--- config.mk ---
export PLATFORM = sky130hd
export DESIGN_NAME = hpt_walker
export DESIGN_NICKNAME = d
export VERILOG_FILES = /design/src/rtl/hpt_pkg.sv /design/src/rtl/hpt_hash.sv /design/src/rtl/hpt_pte_eval.sv /design/src/rtl/hpt_walker.sv
export SDC_FILE = /design/constraint.sdc
export NUM_CORES = 1
export LEC_CHECK = 0
export ABC_AREA = 1
export ABC_CLOCK_PERIOD_IN_PS = 2400
export BUFFER_PORTS_ARGS = -buffer_cell sky130_fd_sc_hd__buf_2
export CORE_AREA = 2 2 213 215
export DETAILED_ROUTE_END_ITERATION = 8
export DIE_AREA = 0 0 215 217
export GPL_TIMING_DRIVEN = 0
export PLACE_DENSITY = 0.44
export REMOVE_ABC_BUFFERS = 1
export SLEW_MARGIN = 20
export SYNTH_ARGS = -nofsm -noshare
export SYNTH_HDL_FRONTEND = slang
export SYNTH_HIERARCHICAL = 1
export SYNTH_SLANG_ARGS = --single-unit
--- constraint.sdc ---
create_clock -name clk -period 2.4 [get_ports clk]
set_clock_uncertainty 0.05 [all_clocks]
set_input_delay 0.12 -clock clk [delete_from_list [all_inputs] [get_ports clk]]
set_output_delay 0.12 -clock clk [all_outputs]
set_load 0.005 [all_outputs]
--- src/rtl/hpt_pkg.sv ---
package hpt_pkg;

   typedef enum logic [2:0] {
      FLT_NONE   = 3'd0,
      FLT_MISS   = 3'd1,
      FLT_PROT   = 3'd2,
      FLT_NOEXEC = 3'd3,
      FLT_DSTORE = 3'd4
   } fault_e;

   typedef enum logic [2:0] {
      ST_IDLE,
      ST_RD0,
      ST_RD1,
      ST_EVAL,
      ST_WB,
      ST_DONE
   } walk_st_e;

   localparam int SEG_DSTORE_BIT = 31;
   localparam int SEG_KP_BIT     = 30;
   localparam int SEG_KS_BIT     = 29;
   localparam int SEG_NOEX_BIT   = 28;
   localparam int PTE_BYTES      = 8;
   localparam logic [31:0] REF_BIT = 32'h0000_0100;
   localparam logic [31:0] CHG_BIT = 32'h0000_0080;

endpackage

--- src/rtl/hpt_hash.sv ---
module hpt_hash #(
   parameter int HASH_W    = 19,
   parameter int GRP_SHIFT = 6
) (
   input  logic [31:0]       ea,
   input  logic [31:0]       seg,
   input  logic [31:0]       tbl,
   output logic [1:0][31:0]  grp_addr,
   output logic [31:0]       cmp_word
);
   localparam logic [31:0] HASH_LOW  = (32'd1 << HASH_W) - 32'd1;
   localparam logic [31:0] FIELD     = HASH_LOW << GRP_SHIFT;
   localparam logic [31:0] LOW_MASK  = 32'h0000_FFFF & ~((32'd1 << GRP_SHIFT) - 32'd1);

   logic [23:0]      vsid;
   logic [15:0]      pidx;
   logic [31:0]      mixed;
   logic [31:0]      tbl_mask;
   logic [1:0][31:0] hash;

   always_comb begin
      vsid     = seg[23:0];
      pidx     = ea[27:12];
      mixed    = {8'h00, vsid ^ {8'h00, pidx}};
      hash[0]  = (mixed & HASH_LOW) << GRP_SHIFT;
      hash[1]  = ~hash[0] & FIELD;
      tbl_mask = {7'b0, tbl[8:0], 16'h0000} | LOW_MASK;
      cmp_word = {1'b0, vsid, 1'b0, pidx[15:10]};
   end

   for (genvar p = 0; p < 2; p++) begin : g_grp
      assign grp_addr[p] = {tbl[31:16], 16'h0000} | (hash[p] & tbl_mask);
   end

endmodule

--- src/rtl/hpt_pte_eval.sv ---
module hpt_pte_eval
   import hpt_pkg::*;
(
   input  logic [31:0] w0,
   input  logic [31:0] w1,
   input  logic [31:0] cmp_word,
   input  logic        pass,
   input  logic        key,
   input  logic        is_write,
   output logic        hit,
   output logic        allow,
   output logic        perm_rd,
   output logic        perm_wr,
   output logic [31:0] w1_new,
   output logic        w1_dirty
);
   localparam logic [31:0] CMP_MASK = 32'h7FFF_FFBF;

   logic [1:0] pp;
   logic       can_rd;
   logic       can_wr;

   always_comb begin
      hit = w0[31] && (w0[6] == pass) && ((w0 & CMP_MASK) == cmp_word);
      pp  = w1[1:0];
      if (!key) begin
         can_rd = 1'b1;
         can_wr = (pp != 2'd3);
      end else begin
         can_rd = (pp != 2'd0);
         can_wr = (pp == 2'd2);
      end
      allow    = is_write ? can_wr : can_rd;
      w1_new   = w1 | REF_BIT | ((is_write && allow) ? CHG_BIT : 32'h0);
      w1_dirty = (w1_new != w1);
      perm_rd  = can_rd;
      perm_wr  = can_wr && ((w1_new & CHG_BIT) != 32'h0);
   end

endmodule

--- src/rtl/hpt_walker.sv ---
module hpt_walker
   import hpt_pkg::*;
#(
   parameter int GROUP_PTES = 8,
   parameter int HASH_W     = 19
) (
   input  logic        clk,
   input  logic        rst_n,
   input  logic        req_valid,
   input  logic [31:0] req_ea,
   input  logic [31:0] req_seg,
   input  logic [31:0] req_tbl,
   input  logic        req_write,
   input  logic        req_fetch,
   input  logic        req_user,
   output logic        busy,
   output logic        done,
   output logic [31:0] rsp_raddr,
   output logic        rsp_rd_ok,
   output logic        rsp_wr_ok,
   output logic [2:0]  rsp_fault,
   output logic        mem_rd_en,
   output logic [31:0] mem_addr,
   input  logic [31:0] mem_rdata,
   output logic        mem_wr_en,
   output logic [31:0] mem_wdata
);
   localparam int SLOT_W    = $clog2(GROUP_PTES);
   localparam int GRP_SHIFT = $clog2(GROUP_PTES * PTE_BYTES);
   localparam logic [SLOT_W-1:0] LAST_SLOT = SLOT_W'(GROUP_PTES - 1);

   if (GROUP_PTES < 2 || (GROUP_PTES & (GROUP_PTES - 1)) != 0) begin : g_bad_group
      $error("GROUP_PTES must be a power of two of at least 2");
   end
   if (GRP_SHIFT > 16 || HASH_W + GRP_SHIFT > 32) begin : g_bad_hash
      $error("hash field does not fit the group address");
   end

   walk_st_e          st;
   logic [31:0]       ea_q, seg_q, tbl_q, w0_q, wb_q;
   logic              wr_q, user_q, pass_q;
   logic [SLOT_W-1:0] slot_q;

   logic [1:0][31:0]  grp_addr;
   logic [31:0]       cmp_word;
   logic [31:0]       pte_addr;
   logic              key;
   logic              hit, allow, perm_rd, perm_wr, w1_dirty;
   logic [31:0]       w1_new;

   hpt_hash #(.HASH_W(HASH_W), .GRP_SHIFT(GRP_SHIFT)) u_hash (
      .ea       (ea_q),
      .seg      (seg_q),
      .tbl      (tbl_q),
      .grp_addr (grp_addr),
      .cmp_word (cmp_word)
   );

   assign key = user_q ? seg_q[SEG_KS_BIT] : seg_q[SEG_KP_BIT];

   hpt_pte_eval u_eval (
      .w0       (w0_q),
      .w1       (mem_rdata),
      .cmp_word (cmp_word),
      .pass     (pass_q),
      .key      (key),
      .is_write (wr_q),
      .hit      (hit),
      .allow    (allow),
      .perm_rd  (perm_rd),
      .perm_wr  (perm_wr),
      .w1_new   (w1_new),
      .w1_dirty (w1_dirty)
   );

   assign pte_addr  = grp_addr[pass_q] + (32'(slot_q) << 3);
   assign mem_rd_en = (st == ST_RD0) || (st == ST_RD1);
   assign mem_wr_en = (st == ST_WB);
   assign mem_addr  = ((st == ST_RD1) || (st == ST_WB)) ? pte_addr + 32'd4 : pte_addr;
   assign mem_wdata = wb_q;
   assign busy      = (st != ST_IDLE);
   assign done      = (st == ST_DONE);

   always_ff @(posedge clk or negedge rst_n) begin
      if (!rst_n) begin
         st        <= ST_IDLE;
         ea_q      <= '0;
         seg_q     <= '0;
         tbl_q     <= '0;
         w0_q      <= '0;
         wb_q      <= '0;
         wr_q      <= 1'b0;
         user_q    <= 1'b0;
         pass_q    <= 1'b0;
         slot_q    <= '0;
         rsp_raddr <= '0;
         rsp_rd_ok <= 1'b0;
         rsp_wr_ok <= 1'b0;
         rsp_fault <= FLT_NONE;
      end else begin
         unique case (st)
            ST_IDLE: begin
               if (req_valid) begin
                  ea_q   <= req_ea;
                  seg_q  <= req_seg;
                  tbl_q  <= req_tbl;
                  wr_q   <= req_write;
                  user_q <= req_user;
                  pass_q <= 1'b0;
                  slot_q <= '0;
                  if (req_seg[SEG_DSTORE_BIT]) begin
                     rsp_raddr <= '0;
                     rsp_rd_ok <= 1'b0;
                     rsp_wr_ok <= 1'b0;
                     rsp_fault <= FLT_DSTORE;
                     st        <= ST_DONE;
                  end else if (req_fetch && req_seg[SEG_NOEX_BIT]) begin
                     rsp_raddr <= '0;
                     rsp_rd_ok <= 1'b0;
                     rsp_wr_ok <= 1'b0;
                     rsp_fault <= FLT_NOEXEC;
                     st        <= ST_DONE;
                  end else begin
                     st <= ST_RD0;
                  end
               end
            end
            ST_RD0: st <= ST_RD1;
            ST_RD1: begin
               w0_q <= mem_rdata;
               st   <= ST_EVAL;
            end
            ST_EVAL: begin
               if (hit) begin
                  rsp_raddr <= {mem_rdata[31:12], ea_q[11:0]};
                  rsp_rd_ok <= perm_rd;
                  rsp_wr_ok <= perm_wr;
                  rsp_fault <= allow ? FLT_NONE : FLT_PROT;
                  wb_q      <= w1_new;
                  st        <= w1_dirty ? ST_WB : ST_DONE;
               end else if (slot_q == LAST_SLOT) begin
                  slot_q <= '0;
                  if (!pass_q) begin
                     pass_q <= 1'b1;
                     st     <= ST_RD0;
                  end else begin
                     rsp_raddr <= '0;
                     rsp_rd_ok <= 1'b0;
                     rsp_wr_ok <= 1'b0;
                     rsp_fault <= FLT_MISS;
                     st        <= ST_DONE;
                  end
               end else begin
                  slot_q <= slot_q + 1'b1;
                  st     <= ST_RD0;
               end
            end
            ST_WB:   st <= ST_DONE;
            ST_DONE: st <= ST_IDLE;
            default: st <= ST_IDLE;
         endcase
      end
   end

endmodule

# ---- Word level (Yosys, flattened, before mapping)
# Cells that the tools add are included.
dict set report totals {
  ff_bits 201
  inputBits 134
  output_inout_bits 105
  elab_cells 106
}
dict set report op_classes {
  n_addsub 3
  magnitude_cmp 1
  eq_ne 17
  n_mux 48
  bitwise_logic 7
  reduce_logical 16
}
# operator count
set ops {}
lappend ops {{2-to-1 mux 32 bit} 9}
lappend ops {{OR 32 x 25 -> 32 bit} 2}
lappend ops {{one-hot mux 32 bit (2 select lines)} 1}
lappend ops {{bitwise AND 25 bit} 2}
lappend ops {{2-to-1 mux 3 bit} 15}
lappend ops {{adder 32 x 3 -> 32 bit (second input constant)} 1}
lappend ops {{adder 32 x 6 -> 32 bit} 1}
lappend ops {{inequality test 32 bit} 1}
lappend ops {{OR 32 bit} 1}
lappend ops {{== test 30 bit} 1}
lappend ops {{NOT 25 bit} 1}
lappend ops {{XOR 19 x 16 -> 19 bit} 1}
lappend ops {{2-to-1 mux 1 bit} 15}
lappend ops {{one-hot mux 3 bit (5 select lines)} 1}
lappend ops {{one-hot mux 3 bit (2 select lines)} 2}
lappend ops {{== test 3 bit (second input constant)} 3}
lappend ops {{inequality test 3 bit (second input constant)} 3}
lappend ops {{2-to-1 mux 8 bit} 1}
lappend ops {{inequality test 2 bit (second input constant)} 4}
lappend ops {{== test 3 x 2 -> 1 bit (second input constant)} 2}
lappend ops {{one-hot mux 1 bit (2 select lines)} 3}
lappend ops {{logical AND 1 bit} 5}
lappend ops {{AND reduction 5 bit} 1}
lappend ops {{AND reduction 2 bit} 2}
lappend ops {{other kinds (12)} 14}

# ---- Longest topological paths before layout
# Gate-level depths: netlist of the first run.
dict set report logic_depth {
  ltp_word 10
  depth_mapped 25
  mapped_depth_nobuf 22
}

# ---- By module
# The synthesis of the first run kept the hierarchy.
# mod instances cells_each area_per_inst_um2 seq_area_each_um2
set modules_own_cells {}
lappend modules_own_cells {hpt_walker 1 1312 10386.2 5154.9}
lappend modules_own_cells {hpt_pte_eval 1 222 962.2 0.0}
lappend modules_own_cells {hpt_hash 1 160 887.1 0.0}

# ---- Worst setup path before layout of the first run
# Ideal clock, no wire load.
dict set report synth_timing {
  kind {reg2reg}
  from {reg seg_q[15]}
  to {reg rsp_raddr[10]}
  setup_ns 0.122
  arrival_time_ns 2.367
  required_time_ns 2.228
  setup_slack_ns -0.139
  path_stages_with_launch 19
  path_buffers 3
  synth_period_minus_slack_ns 2.539
  cell_sequence {dfrtp_1 -> buf_4 -> nor2_1 -> nor2_1 -> nor2_1 -> nand2_1 -> nor2_1 -> nand2_1 -> nor2_1 -> clkbuf_1 -> inv_1 -> o21ai_0 -> nand2_1 -> o21ai_0 -> inv_1 -> nor2_1 -> clkinv_1 -> clkbuf_1 -> a32o_1}
}
dict set report synth_via {
  elab_chain_cells 4
  word_cells_on_any_way 7
  cone_classes {eq/ne: 3; mux: 2; reduce/logical: 2}
}
# element line_no
set synth_lines {}
lappend synth_lines {{start: declaration} hpt_walker.sv:40} ;# logic [31:0] ea_q, seg_q, tbl_q, w0_q, wb_q;
lappend synth_lines {{start signal: assignment} hpt_walker.sv:105} ;# seg_q <= req_seg;
lappend synth_lines {{== test 30 bit *} hpt_pte_eval.sv:24} ;# hit = w0[31] && (w0[6] == pass) && ((w0 & CMP_MASK) == cmp_word);
lappend synth_lines {{logical AND 1 bit *} hpt_pte_eval.sv:24}
lappend synth_lines {{via hit} hpt_walker.sv:48} ;# logic hit, allow, perm_rd, perm_wr, w1_dirty;
lappend synth_lines {{inequality test 3 bit (no source line) or 2-to-1 mux 32 bit (tied branches)} n/a}
lappend synth_lines {{AND reduction 5 bit (no source line) or one-hot mux 32 bit (2 select lines) (tied branches)} n/a}
lappend synth_lines {{end signal: assignment} hpt_walker.sv:135} ;# rsp_raddr <= {mem_rdata[31:12], ea_q[11:0]};
lappend synth_lines {{end: declaration} hpt_walker.sv:18} ;# output logic [31:0] rsp_raddr,
# Mark *: on every way through the listed nets, which the timed path passes. The rest lies on a longest branch.
# A chain may end at the register's enable or synchronous reset.

# ---- Worst setup path in the final report of the first run
dict set report layout_timing {
  from {reg pass_q}
  to {reg rsp_raddr[10]}
}
dict set report layout_via {
  elab_chain_cells 5
  word_cells_on_any_way 8
  cone_classes {eq/ne: 3; mux: 2; reduce/logical: 3}
}
# element line_no
set layout_lines {}
lappend layout_lines {{start: declaration} hpt_walker.sv:41} ;# logic wr_q, user_q, pass_q;
lappend layout_lines {{start signal: assignment} hpt_walker.sv:94} ;# pass_q <= 1'b0;
lappend layout_lines {{start signal: assignment} hpt_walker.sv:109} ;# pass_q <= 1'b0;
lappend layout_lines {{start signal: assignment} hpt_walker.sv:144} ;# pass_q <= 1'b1;
lappend layout_lines {{== test 1 bit *} hpt_pte_eval.sv:24}
lappend layout_lines {{logical AND 1 bit * (2 in a row)} hpt_pte_eval.sv:24}
lappend layout_lines {{via hit} hpt_walker.sv:48}
lappend layout_lines {{inequality test 3 bit (no source line) or 2-to-1 mux 32 bit (tied branches)} n/a}
lappend layout_lines {{AND reduction 5 bit (no source line) or one-hot mux 32 bit (2 select lines) (tied branches)} n/a}
# Marks and branches as above.

==> impl_metrics.env, run 1 <==
export IMPL_floorplan_initialDensity_pct=26.0
export IMPL_cts_sinks=189
export IMPL_detailedRoute_firstIterationViolations=574
export IMPL_die_area_um2=46700
export IMPL_timing_critical_path_arrival_ns=3.15
export IMPL_power_per_cell_area_nw_per_um2=1110
export IMPL_worst_hold_path_type="in2async"
export IMPL_total_power_mw=18.4
export IMPL_grt_pass1_vias=10400
export IMPL_synthCells=1627
export IMPL_start_kind="register"
export IMPL_irDropWorstVdd_uv=414
export IMPL_end_kind="register"
export IMPL_diodes=0
export IMPL_cts_htree_levels=4
export IMPL_run_status="complete, but fails checks"
export IMPL_timing_critical_path_fanout_max=7
export IMPL_violated_checks="negative setup slack"
export IMPL_report_final_slew_viol_count=0
export IMPL_fmax_ghz=0.349
export IMPL_detailedPlacementHpwl_um=24400
export IMPL_worstReg2RegEnd="rsp_raddr[10]$_DFFE_PN0P_"
export IMPL_finalCoreUtilization_pct=37.0
export IMPL_pin_count=239
export IMPL_clockBufferDepth=2
export IMPL_final_antenna_net_count=0
export IMPL_routed_via_count=10900
export IMPL_grt_overflow=0
export IMPL_critical_path_required_ns=2.68
export IMPL_die_height_um=217
export IMPL_first_drt_pass_iteration_count=5
export IMPL_grt_antenna_before_repair=0
export IMPL_ys_warn_count=6
export IMPL_clkLatencyLatePin_ns=0.45
export IMPL_final_routed_drc_violation_total=0
export IMPL_rsz0062_at_grt="true"
export IMPL_layout_drive_gt1_share_pct=29.9
export IMPL_worst_pin_slew_ns=0.864
export IMPL_hold_viol=0
export IMPL_power_static_leakage_nw=8.87
export IMPL_min_period_over_period_pct=119
export IMPL_max_slew_margin_rel_pct=42.4
export IMPL_place_gp_congestion=0.782
export IMPL_final_critical_path_setup_slack_ns=-0.464
export IMPL_pin_count_of_the_biggest_net_entering_global_routing=67
export IMPL_global_route_wire_length_before_repair_um=57700
export IMPL_wl_per_cell_um=15.2
export IMPL_crit_type="reg2reg"
export IMPL_cts_root_buf="sky130_fd_sc_hd__clkbuf_16"
export IMPL_finalSetupViolCount=94
export IMPL_setup_tns_final_ns=-25.47
export IMPL_tritoncts="done"
export IMPL_final_nets=2115
export IMPL_cts_reportedPaths_clkPinSlew_ns=0.08
export IMPL_floorplan_core_area_um2=44700
export IMPL_dp_slack_ns=-1.47
export IMPL_fillCellCount=4769
export IMPL_setup_reg_to_reg_worst_slack_ns=-0.46
export IMPL_post_synth_instance_area_um2=11600
export IMPL_rows=78
export IMPL_syn_avg_cell_area_um2=7.14
export IMPL_dp_cells=2332
export IMPL_drt_vias_per_instance=4.20
export IMPL_hold_ws_ns=0.144
export IMPL_dieWidth_um=215
export IMPL_gr_usage_all_layers_pct=15.9
export IMPL_wirelength_um=39200
export IMPL_maxCapViolations=0
export IMPL_stdcell_count=2586
export IMPL_timing_rr_start="pass_q$_DFFE_PN0P_"
export IMPL_postLayoutCellArea_um2=16500
export IMPL_final_min_clock_period_ns=2.86
export IMPL_io_buffer_count=221
export IMPL_areaGrowthSynthToFinish_pct=42.2
export IMPL_dpl_instance_area_um2=12900
export IMPL_total_clock_buffers_created_by_cts=17
export IMPL_reg2reg_depth=19
==> power breakdown <==
| group | internal (mW) | switching, mW | leakage, nW | total, mW |
|---|---|---|---|---|
| Clock | 1.51 | 1.38 | 0.276 | 2.89 |
| Combinational | 4.10 | 6.33 | 6.14 | 10.4 |
| Sequential | 4.15 | 0.885 | 2.45 | 5.04 |
| Total | 9.76 | 8.59 | 8.87 | 18.4 |
==> worst max path at each step <==
stage | startpoint | endpoint | slack, ns | depth (start not counted)
finish | pass_q$_DFFE_PN0P_ | rsp_raddr[10]$_DFFE_PN0P_ | -0.46 | 19
CTS | pass_q$_DFFE_PN0P_ | rsp_raddr[10]$_DFFE_PN0P_ | -0.49 | 18
floorplan | st[1]$_DFFE_PN0P_ | slot_q[0]$_DFFE_PN0P_ | -2.85 | 7
detailed placement | pass_q$_DFFE_PN0P_ | rsp_raddr[1]$_DFFE_PN0P_ | -1.47 | 17
global placement | st[1]$_DFFE_PN0P_ | slot_q[0]$_DFFE_PN0P_ | -7.96 | 7
global route | pass_q$_DFFE_PN0P_ | rsp_raddr[10]$_DFFE_PN0P_ | -0.62 | 19
==> sequential cells by signal, indices dropped and copies added (netlist names) <==
register	cells
slot_q	3
w0_q	32
rsp_rd_ok	1
ea_q	28
mem_wdata	32
pass_q	1
seg_q	26
rsp_wr_ok	1
rsp_raddr	32
user_q	1
st	3
wr_q	1
rsp_fault	3
tbl_q	25
==> critical path, stage by stage (launching register included) <==
cell	delay, ns
sky130_fd_sc_hd__dfrtp_4	0.51
sky130_fd_sc_hd__buf_4	0.15
sky130_fd_sc_hd__buf_12	0.14
sky130_fd_sc_hd__nor2_4	0.09
sky130_fd_sc_hd__nor2_1	0.04
sky130_fd_sc_hd__nor2_1	0.13
sky130_fd_sc_hd__nand2_1	0.11
sky130_fd_sc_hd__nor2_4	0.15
sky130_fd_sc_hd__nand2_2	0.09
sky130_fd_sc_hd__nor2_4	0.15
sky130_fd_sc_hd__inv_2	0.05
sky130_fd_sc_hd__o21ai_1	0.07
sky130_fd_sc_hd__nand2_1	0.11
sky130_fd_sc_hd__o21ai_1	0.11
sky130_fd_sc_hd__inv_1	0.10
sky130_fd_sc_hd__nor2_4	0.10
sky130_fd_sc_hd__buf_12	0.15
sky130_fd_sc_hd__buf_12	0.16
sky130_fd_sc_hd__clkinv_16	0.07
sky130_fd_sc_hd__a32o_1	0.19
==> placed cells by master, fill, tap and decap left out, types with 17 or more instances in the layout <==
master,instances
sky130_fd_sc_hd__o21ai_0,47
sky130_fd_sc_hd__nor2_4,27
sky130_fd_sc_hd__nor2_1,78
sky130_fd_sc_hd__buf_6,23
sky130_fd_sc_hd__mux2_2,28
sky130_fd_sc_hd__inv_1,195
sky130_fd_sc_hd__nand3_1,46
sky130_fd_sc_hd__buf_4,58
sky130_fd_sc_hd__nand2_1,623
sky130_fd_sc_hd__nand2_2,53
sky130_fd_sc_hd__dlygate4sd3_1,116
sky130_fd_sc_hd__buf_2,220
sky130_fd_sc_hd__clkbuf_16,17
sky130_fd_sc_hd__nand2_4,32
sky130_fd_sc_hd__dfrtp_1,183
==> metal layers <==
metal  global-route usage [%]  share of wire [%]  wire length, µm
met5                        0                  0                0
met4                     3.20               0.89              348
met3                     2.75                3.3             1310
met2                     27.7                 50            19500
met1                     20.7                 46            18000
==> repair_timing <==
item | CTS | global route
hold buffers | 116 | 0
setup buffers | 61 | 34
pin swaps | 53 | 48
gates cloned | 9 | 6
resized for setup | 170 | 81
endpoints found under the hold margin | 233 | 0
endpoints found under the setup margin | 170 | 155
==> area by class of cell <==
cell class                      instances  area (µm²)  area share [%]
Multi-Input combinational cell       1112        6080            36.8
Sequential cell                       189        4740            28.7
Timing Repair Buffer                  438        3400            20.6
Inverter                              209         851            5.15
Tap cell                              600         751            4.54
Clock buffer                           19         453            2.74
Timing Repair inverter                  7         136           0.825
Clock inverter                         12         125           0.757
Note: power is estimated with default switching activity, not from simulation.
==> run 2: changes to the inputs <==
--- a/config.mk
+++ b/config.mk
@@ -7,10 +7,10 @@
 export LEC_CHECK = 0
 export ABC_AREA = 1
 export ABC_CLOCK_PERIOD_IN_PS = 2400
-export BUFFER_PORTS_ARGS = -buffer_cell sky130_fd_sc_hd__buf_2
-export CORE_AREA = 2 2 213 215
+export BUFFER_PORTS_ARGS = -buffer_cell sky130_fd_sc_hd__buf_4
+export CORE_AREA = 2 2 151 301
 export DETAILED_ROUTE_END_ITERATION = 8
-export DIE_AREA = 0 0 215 217
+export DIE_AREA = 0 0 153 303
 export GPL_TIMING_DRIVEN = 0
 export PLACE_DENSITY = 0.44
 export REMOVE_ABC_BUFFERS = 1
==> impl_metrics.env, run 2 (synthesis results as in run 1) <==
export IMPL_run_status="complete, but fails checks"
export IMPL_worst_hold_path_type="in2async"
export IMPL_maxCapViolations=0
export IMPL_crit_type="reg2reg"
export IMPL_pin_count_of_the_biggest_net_entering_global_routing=80
export IMPL_total_power_mw=19.3
export IMPL_global_route_wire_length_before_repair_um=64000
export IMPL_gr_usage_all_layers_pct=18.2
export IMPL_pin_count=239
export IMPL_hold_viol=0
export IMPL_final_min_clock_period_ns=2.88
export IMPL_grt_overflow=0
export IMPL_final_antenna_net_count=0
export IMPL_die_area_um2=46400
export IMPL_dp_slack_ns=-1.47
export IMPL_rows=109
export IMPL_cts_reportedPaths_clkPinSlew_ns=0.07
export IMPL_wirelength_um=42200
export IMPL_floorplan_initialDensity_pct=26.4
export IMPL_place_gp_congestion=0.821
export IMPL_dieWidth_um=153
export IMPL_die_height_um=303
export IMPL_drt_vias_per_instance=4.30
export IMPL_critical_path_required_ns=2.69
export IMPL_grt_pass1_vias=11400
export IMPL_tritoncts="done"
export IMPL_floorplan_core_area_um2=44100
export IMPL_reg2reg_depth=21
export IMPL_setup_reg_to_reg_worst_slack_ns=-0.48
export IMPL_timing_critical_path_arrival_ns=3.17
export IMPL_violated_checks="negative setup slack"
export IMPL_power_static_leakage_nw=9.21
export IMPL_cts_sinks=189
export IMPL_setup_tns_final_ns=-36.21
export IMPL_cts_root_buf="sky130_fd_sc_hd__clkbuf_16"
export IMPL_start_kind="register"
export IMPL_grt_antenna_before_repair=0
export IMPL_multi_input_comb_area_um2=6290
export IMPL_layout_commonest_cell="sky130_fd_sc_hd__nand2_1"
export IMPL_power_per_cell_area_nw_per_um2=1110
export IMPL_rsz0062_at_grt="true"
export IMPL_fmax_ghz=0.347
export IMPL_layout_drive_gt1_share_pct=32.1
export IMPL_total_clock_buffers_created_by_cts=17
export IMPL_fillCellCount=4558
export IMPL_final_critical_path_setup_slack_ns=-0.482
export IMPL_first_drt_pass_iteration_count=4
export IMPL_timing_rr_start="pass_q$_DFFE_PN0P_"
export IMPL_irDropWorstVdd_uv=528
export IMPL_critical_path_endpoint="rsp_raddr[21]$_DFFE_PN0P_"
export IMPL_crit_path_start="pass_q$_DFFE_PN0P_"
export IMPL_worstReg2RegEnd="rsp_raddr[21]$_DFFE_PN0P_"
export IMPL_worst_pin_slew_ns=0.857
export IMPL_finalSetupViolCount=96
export IMPL_max_slew_margin_rel_pct=42.8
export IMPL_timing_critical_path_fanout_max=5
export IMPL_detailedRoute_firstIterationViolations=428
export IMPL_final_nets=2129
export IMPL_final_routed_drc_violation_total=0
export IMPL_report_final_slew_viol_count=0
export IMPL_clkLatencyLatePin_ns=0.45
export IMPL_diodes=0
export IMPL_min_period_over_period_pct=120
export IMPL_io_buffer_count=221
export IMPL_detailedPlacementHpwl_um=27600
export IMPL_final_seq_area_um2=4740
export IMPL_clockBufferDepth=2
export IMPL_end_kind="register"
export IMPL_areaGrowthSynthToFinish_pct=50.3
export IMPL_routed_via_count=11000
export IMPL_cts_htree_levels=4
export IMPL_wl_per_cell_um=16.5
export IMPL_most_common_layout_cells="sky130_fd_sc_hd__nand2_1 (615), sky130_fd_sc_hd__buf_4 (289), sky130_fd_sc_hd__inv_1 (189)"
==> run 2: changes by cell type in the layout (fill, tap and decap cells not counted), moves of 4 or more <==
cell                        before  now
sky130_fd_sc_hd__o21ai_0        47   41
sky130_fd_sc_hd__buf_4          58  289
sky130_fd_sc_hd__o21ai_1        14    8
sky130_fd_sc_hd__inv_1         195  189
sky130_fd_sc_hd__nand2_4        32   41
sky130_fd_sc_hd__nor2_1         78   74
sky130_fd_sc_hd__bufinv_16       1    5
sky130_fd_sc_hd__buf_2         220    0
sky130_fd_sc_hd__o21ai_2         7   17
sky130_fd_sc_hd__nor2_4         27   32
sky130_fd_sc_hd__nand2_1       623  615
sky130_fd_sc_hd__inv_2           7   13
==> run 2: how the worst min path moves through the flow <==
| stage | slack [ns] | to | depth (start not counted) | from |
|---|---|---|---|---|
| 2_1_floorplan | -0.23 | ea_q[0]$_DFFE_PN0P_ | 0 | rst_n |
| 3_3_place_gp | 0.27 | ea_q[17]$_DFFE_PN0P_ | 3 | req_ea[17] |
| 3_5_place_dp | 0.007 | mem_wdata[31]$_DFFE_PN0P_ | 1 | rst_n |
| 4_1_cts | 0.10 | mem_wdata[31]$_DFFE_PN0P_ | 2 | rst_n |
| 5_1_grt | 0.13 | mem_wdata[31]$_DFFE_PN0P_ | 2 | rst_n |
| 6_report | 0.10 | mem_wdata[31]$_DFFE_PN0P_ | 2 | rst_n |
==> run 2: final cells by class <==
type / instances / share of cell area [%]
tap: 555 / 3.98
timing repair inverter: 8 / 0.881
multi-input combinational: 1113 / 36.0
clock buffer: 20 / 2.61
timing repair buffer: 450 / 23.4
clock inverter: 12 / 1.17
inverter: 209 / 4.88
sequential: 189 / 27.1
==> run 2: timing repair <==
action / in CTS / in global routing
buffers inserted: 75 / 28
setup endpoints to repair: 149 / 102
hold buffers: 116 / 0
hold endpoints to repair: 309 / 0
resized for setup: 185 / 119
pin swaps: 52 / 47
gates cloned: 18 / 2
==> run 2: power breakdown <==
part           internal, mW  leakage, nW  total [mW]  switching [mW]
Clock                  1.92        0.318        3.25            1.34
Sequential             4.15         2.45        5.05           0.902
Combinational          4.52         6.44        11.0            6.50
Total                  10.6         9.21        19.3            8.74
==> run 2: stage by stage <==
| stage | utilization (%) | instances | cell area (µm²) | hold WS (ns) |
|---|---|---|---|---|
| 2_1_floorplan | - | 1503 | 10800 | -0.226 |
| 3_3_place_gp | 29.8 | 2279 | 13100 | 0.274 |
| 3_5_place_dp | 30.4 | 2288 | 13400 | 0.00680 |
| 4_1_cts | 38.3 | 2529 | 16900 | 0.102 |
| 5_1_grt | 39.7 | 2556 | 17500 | 0.130 |
| 6_report | 39.7 | 2556 | 17500 | 0.102 |
==> run 2: routing by layer <==
| metal | wire, µm | track usage, % | part of all wire (%) | up-vias |
|---|---|---|---|---|
| met2 | 24700 | 37.2 | 59 | 206 |
| met3 | 973 | 2.00 | 2.3 | 65 |
| met4 | 1900 | 9.19 | 4.5 | 0 |
| li1 | - | - | - | 5586 |
| met1 | 14600 | 17.8 | 35 | 5138 |
| met5 | 0 | 0 | 0 | - |
==> run 2: worst max-delay path, stage by stage, from the launching register on <==
cell and delay [ns]:
sky130_fd_sc_hd__dfrtp_2 0.51, sky130_fd_sc_hd__buf_12 0.20, sky130_fd_sc_hd__buf_12 0.13, sky130_fd_sc_hd__buf_6 0.12, sky130_fd_sc_hd__nor2_4 0.07, sky130_fd_sc_hd__nor2_2 0.05, sky130_fd_sc_hd__nor2_2 0.14, sky130_fd_sc_hd__nand2_2 0.08
sky130_fd_sc_hd__nor2_4 0.15, sky130_fd_sc_hd__nand2_2 0.08, sky130_fd_sc_hd__nor2_4 0.17, sky130_fd_sc_hd__inv_2 0.06, sky130_fd_sc_hd__o21ai_2 0.06, sky130_fd_sc_hd__nand2_2 0.09, sky130_fd_sc_hd__o21ai_2 0.09, sky130_fd_sc_hd__inv_2 0.07
sky130_fd_sc_hd__nor2_4 0.09, sky130_fd_sc_hd__buf_12 0.15, sky130_fd_sc_hd__buf_16 0.18, sky130_fd_sc_hd__clkinv_16 0.10, sky130_fd_sc_hd__nand2_2 0.06, sky130_fd_sc_hd__o21ai_1 0.05
==> run 3: changes to the inputs <==
--- a/config.mk
+++ b/config.mk
@@ -6,13 +6,13 @@
 export NUM_CORES = 1
 export LEC_CHECK = 0
 export ABC_AREA = 1
-export ABC_CLOCK_PERIOD_IN_PS = 2400
+export ABC_CLOCK_PERIOD_IN_PS = 2700
 export BUFFER_PORTS_ARGS = -buffer_cell sky130_fd_sc_hd__buf_4
 export CORE_AREA = 2 2 151 301
 export DETAILED_ROUTE_END_ITERATION = 8
 export DIE_AREA = 0 0 153 303
 export GPL_TIMING_DRIVEN = 0
-export PLACE_DENSITY = 0.44
+export PLACE_DENSITY = 0.43
 export REMOVE_ABC_BUFFERS = 1
 export SLEW_MARGIN = 20
 export SYNTH_ARGS = -nofsm -noshare
==> constraint.sdc (replaced) <==
create_clock -name clk -period 2.7 [get_ports clk]
set_clock_uncertainty 0.05 [all_clocks]
set_input_delay 0.135 -clock clk [delete_from_list [all_inputs] [get_ports clk]]
set_output_delay 0.135 -clock clk [all_outputs]
set_load 0.005 [all_outputs]
==> impl_metrics.env, run 3 (synthesis results as in run 1) <==
export IMPL_drt_vias_per_instance=4.29
export IMPL_stdcell_count=2529
export IMPL_worstReg2RegEnd="rsp_raddr[1]$_DFFE_PN0P_"
export IMPL_final_antenna_net_count=0
export IMPL_max_slew_margin_rel_pct=42.4
export IMPL_grt_util_met1_pct=17.3
export IMPL_cts_reportedPaths_clkPinSlew_ns=0.08
export IMPL_irDropWorstVdd_uv=528
export IMPL_final_routed_drc_violation_total=0
export IMPL_end_kind="primary output"
export IMPL_global_route_wire_length_before_repair_um=61500
export IMPL_critPathMaxStageDelay_ns=0.45
export IMPL_setup_reg_to_reg_worst_slack_ns=-0.03
export IMPL_final_min_clock_period_ns=2.80
export IMPL_fillCellCount=4616
export IMPL_io_buffer_count=221
export IMPL_diodes=0
export IMPL_cts_htree_levels=4
export IMPL_grt_antenna_before_repair=1
export IMPL_worst_pin_slew_ns=0.863
export IMPL_critical_path_top_delay_family="simple AND/OR/NAND/NOR gates"
export IMPL_grt_overflow=0
export IMPL_layout_commonest_cell="sky130_fd_sc_hd__nand2_1"
export IMPL_start_kind="register"
export IMPL_pin_count_of_the_biggest_net_entering_global_routing=80
export IMPL_global_route_peak_usage_layer="met2"
export IMPL_hold_ws_ns=0.163
export IMPL_die_area_um2=46400
export IMPL_detailedPlacementHpwl_um=27300
export IMPL_rows=109
export IMPL_final_critical_path_setup_slack_ns=-0.100
export IMPL_timing_critical_path_buf_inv=5
export IMPL_cell_mode_on_critical_path="sky130_fd_sc_hd__nor2_4"
export IMPL_critical_path_endpoint="mem_addr[26]"
export IMPL_power_static_leakage_nw=8.90
export IMPL_clkLatencyLatePin_ns=0.46
export IMPL_place_gp_congestion=0.853
export IMPL_min_period_over_period_pct=104
export IMPL_report_final_slew_viol_count=0
export IMPL_routed_via_count=10800
export IMPL_cts_sinks=189
export IMPL_dieWidth_um=153
export IMPL_total_clock_buffers_created_by_cts=17
export IMPL_run_status="complete, but fails checks"
export IMPL_timing_critical_path_fanout_max=7
export IMPL_detailedRoute_firstIterationViolations=432
export IMPL_dp_cells=2288
export IMPL_floorplan_core_area_um2=44100
export IMPL_cts_root_buf="sky130_fd_sc_hd__clkbuf_16"
export IMPL_multi_input_comb_area_um2=6010
export IMPL_first_drt_pass_iteration_count=6
export IMPL_fmax_ghz=0.357
export IMPL_crit_type="reg2out"
export IMPL_grt_util_met3_pct=2.14
export IMPL_critical_path_required_ns=2.52
export IMPL_finalSetupViolCount=25
export IMPL_finalCoreUtilization_pct=38.3
export IMPL_crit_path_start="pass_q$_DFFE_PN0P_"
export IMPL_worst_path_stages=15
export IMPL_floorplan_initialDensity_pct=26.4
export IMPL_grt_pass1_vias=11200
export IMPL_die_height_um=303
export IMPL_wirelength_um=39700
export IMPL_clockBufferDepth=2
export IMPL_timing_rr_start="pass_q$_DFFE_PN0P_"
export IMPL_wl_per_cell_um=15.7
export IMPL_tritoncts="done"
export IMPL_most_common_layout_cells="sky130_fd_sc_hd__nand2_1 (627), sky130_fd_sc_hd__buf_4 (280), sky130_fd_sc_hd__inv_1 (192)"
export IMPL_layout_drive_gt1_share_pct=30.0
export IMPL_timing_critical_path_arrival_ns=2.62
export IMPL_rsz0062_at_grt="true"
export IMPL_maxCapViolations=0
export IMPL_reg2reg_depth=19
export IMPL_worst_hold_path_type="in2async"
export IMPL_list_of_cells_traversed_by_the_critical_path="buf_12, inv_16, o21ai_4, inv_2, ha_4, nand2_4, nor2_4, nand3_4, nor2_4, buf_4, nand3_4, nor2_4, nand3_1, xor2_1, buf_4"
export IMPL_hold_viol=0
export IMPL_violated_checks="negative setup slack"
export IMPL_met2_usage_pct=35.0
export IMPL_power_per_cell_area_nw_per_um2=979
export IMPL_total_power_mw=16.5
export IMPL_final_seq_area_um2=4740
export IMPL_critPathSlowestCell="sky130_fd_sc_hd__dfrtp_2"
export IMPL_gr_usage_all_layers_pct=17.3
export IMPL_pin_count=239
export IMPL_areaGrowthSynthToFinish_pct=45.1
export IMPL_final_nets=2102
run 3: cell count changes in the layout (fill, tap and decap cells not counted), sizes merged:
| cell | delta |
|---|---|
| bufbuf | -1 |
| clkinvlp | +2 |
| buf | -19 |
| nand2 | -6 |
| bufinv | -3 |
run 3: worst min-delay path by stage:
stage	start	to	slack [ns]
after floorplan	rst_n	ea_q[0]$_DFFE_PN0P_	-0.21
after global placement	req_seg[5]	seg_q[5]$_DFFE_PN0P_	0.29
after detailed placement	rst_n	rsp_raddr[19]$_DFFE_PN0P_	0.07
after CTS	req_seg[28]	st[2]$_DFFE_PN0P_	0.16
after global routing	req_seg[28]	st[2]$_DFFE_PN0P_	0.17
final	rst_n	mem_wdata[6]$_DFFE_PN0P_	0.16
run 3: metal layers:
layer	wire length, µm	share of wire, %	vias up
li1	-	-	5515
met1	14200	36	5044
met2	22800	57	214
met3	1070	2.7	64
met4	1610	4.0	2
met5	5	0.013	-
run 3: cell type report:
type | instances | area share (%)
Sequential cell | 189 | 28.1
Clock inverter | 12 | 0.801
Inverter | 209 | 5.01
Clock buffer | 20 | 2.65
Timing Repair inverter | 7 | 0.787
Tap cell | 555 | 4.12
Timing Repair Buffer | 430 | 22.9
Multi-Input combinational cell | 1107 | 35.6
run 3: power breakdown:
| group | switching (mW) | internal, mW |
|---|---|---|
| sequential | 0.800 | 3.70 |
| combinational | 5.54 | 3.87 |
| clock | 1.21 | 1.40 |
run 3: worst reg2reg max path, cell delays in order (launching register included):
cell	delay, ns
sky130_fd_sc_hd__dfrtp_2	0.45
sky130_fd_sc_hd__buf_12	0.17
sky130_fd_sc_hd__buf_12	0.14
sky130_fd_sc_hd__nor2_4	0.08
sky130_fd_sc_hd__nor2_2	0.04
sky130_fd_sc_hd__nor2_2	0.12
sky130_fd_sc_hd__nand2_2	0.08
sky130_fd_sc_hd__nor2_4	0.16
sky130_fd_sc_hd__nand2_2	0.08
sky130_fd_sc_hd__nor2_4	0.15
sky130_fd_sc_hd__inv_2	0.06
sky130_fd_sc_hd__o21ai_2	0.06
sky130_fd_sc_hd__nand2_2	0.09
sky130_fd_sc_hd__o21ai_2	0.10
sky130_fd_sc_hd__inv_2	0.06
sky130_fd_sc_hd__nor2_4	0.10
sky130_fd_sc_hd__buf_12	0.20
sky130_fd_sc_hd__buf_12	0.17
sky130_fd_sc_hd__clkinv_16	0.06
sky130_fd_sc_hd__a32o_1	0.21
run 3: metrics by stage:
step           setup TNS, ns  instance area (µm²)  setup WS [ns]
5_1_grt                -6.79                16900         -0.237
4_1_cts                -2.82                16400         -0.113
2_1_floorplan        -267.27                10800          -2.55
3_5_place_dp          -66.89                13400          -1.37
3_3_place_gp         -875.03                13100          -7.31
6_report              -0.737                16900         -0.100
run 3: what timing repair did:
item	4_1_cts	5_1_grt
hold endpoints to repair	231	0
endpoints found under the setup margin	100	91
hold buffers	116	0
buffers inserted	65	19
pin swaps	58	53
gates cloned	8	2
gates resized for setup	158	90
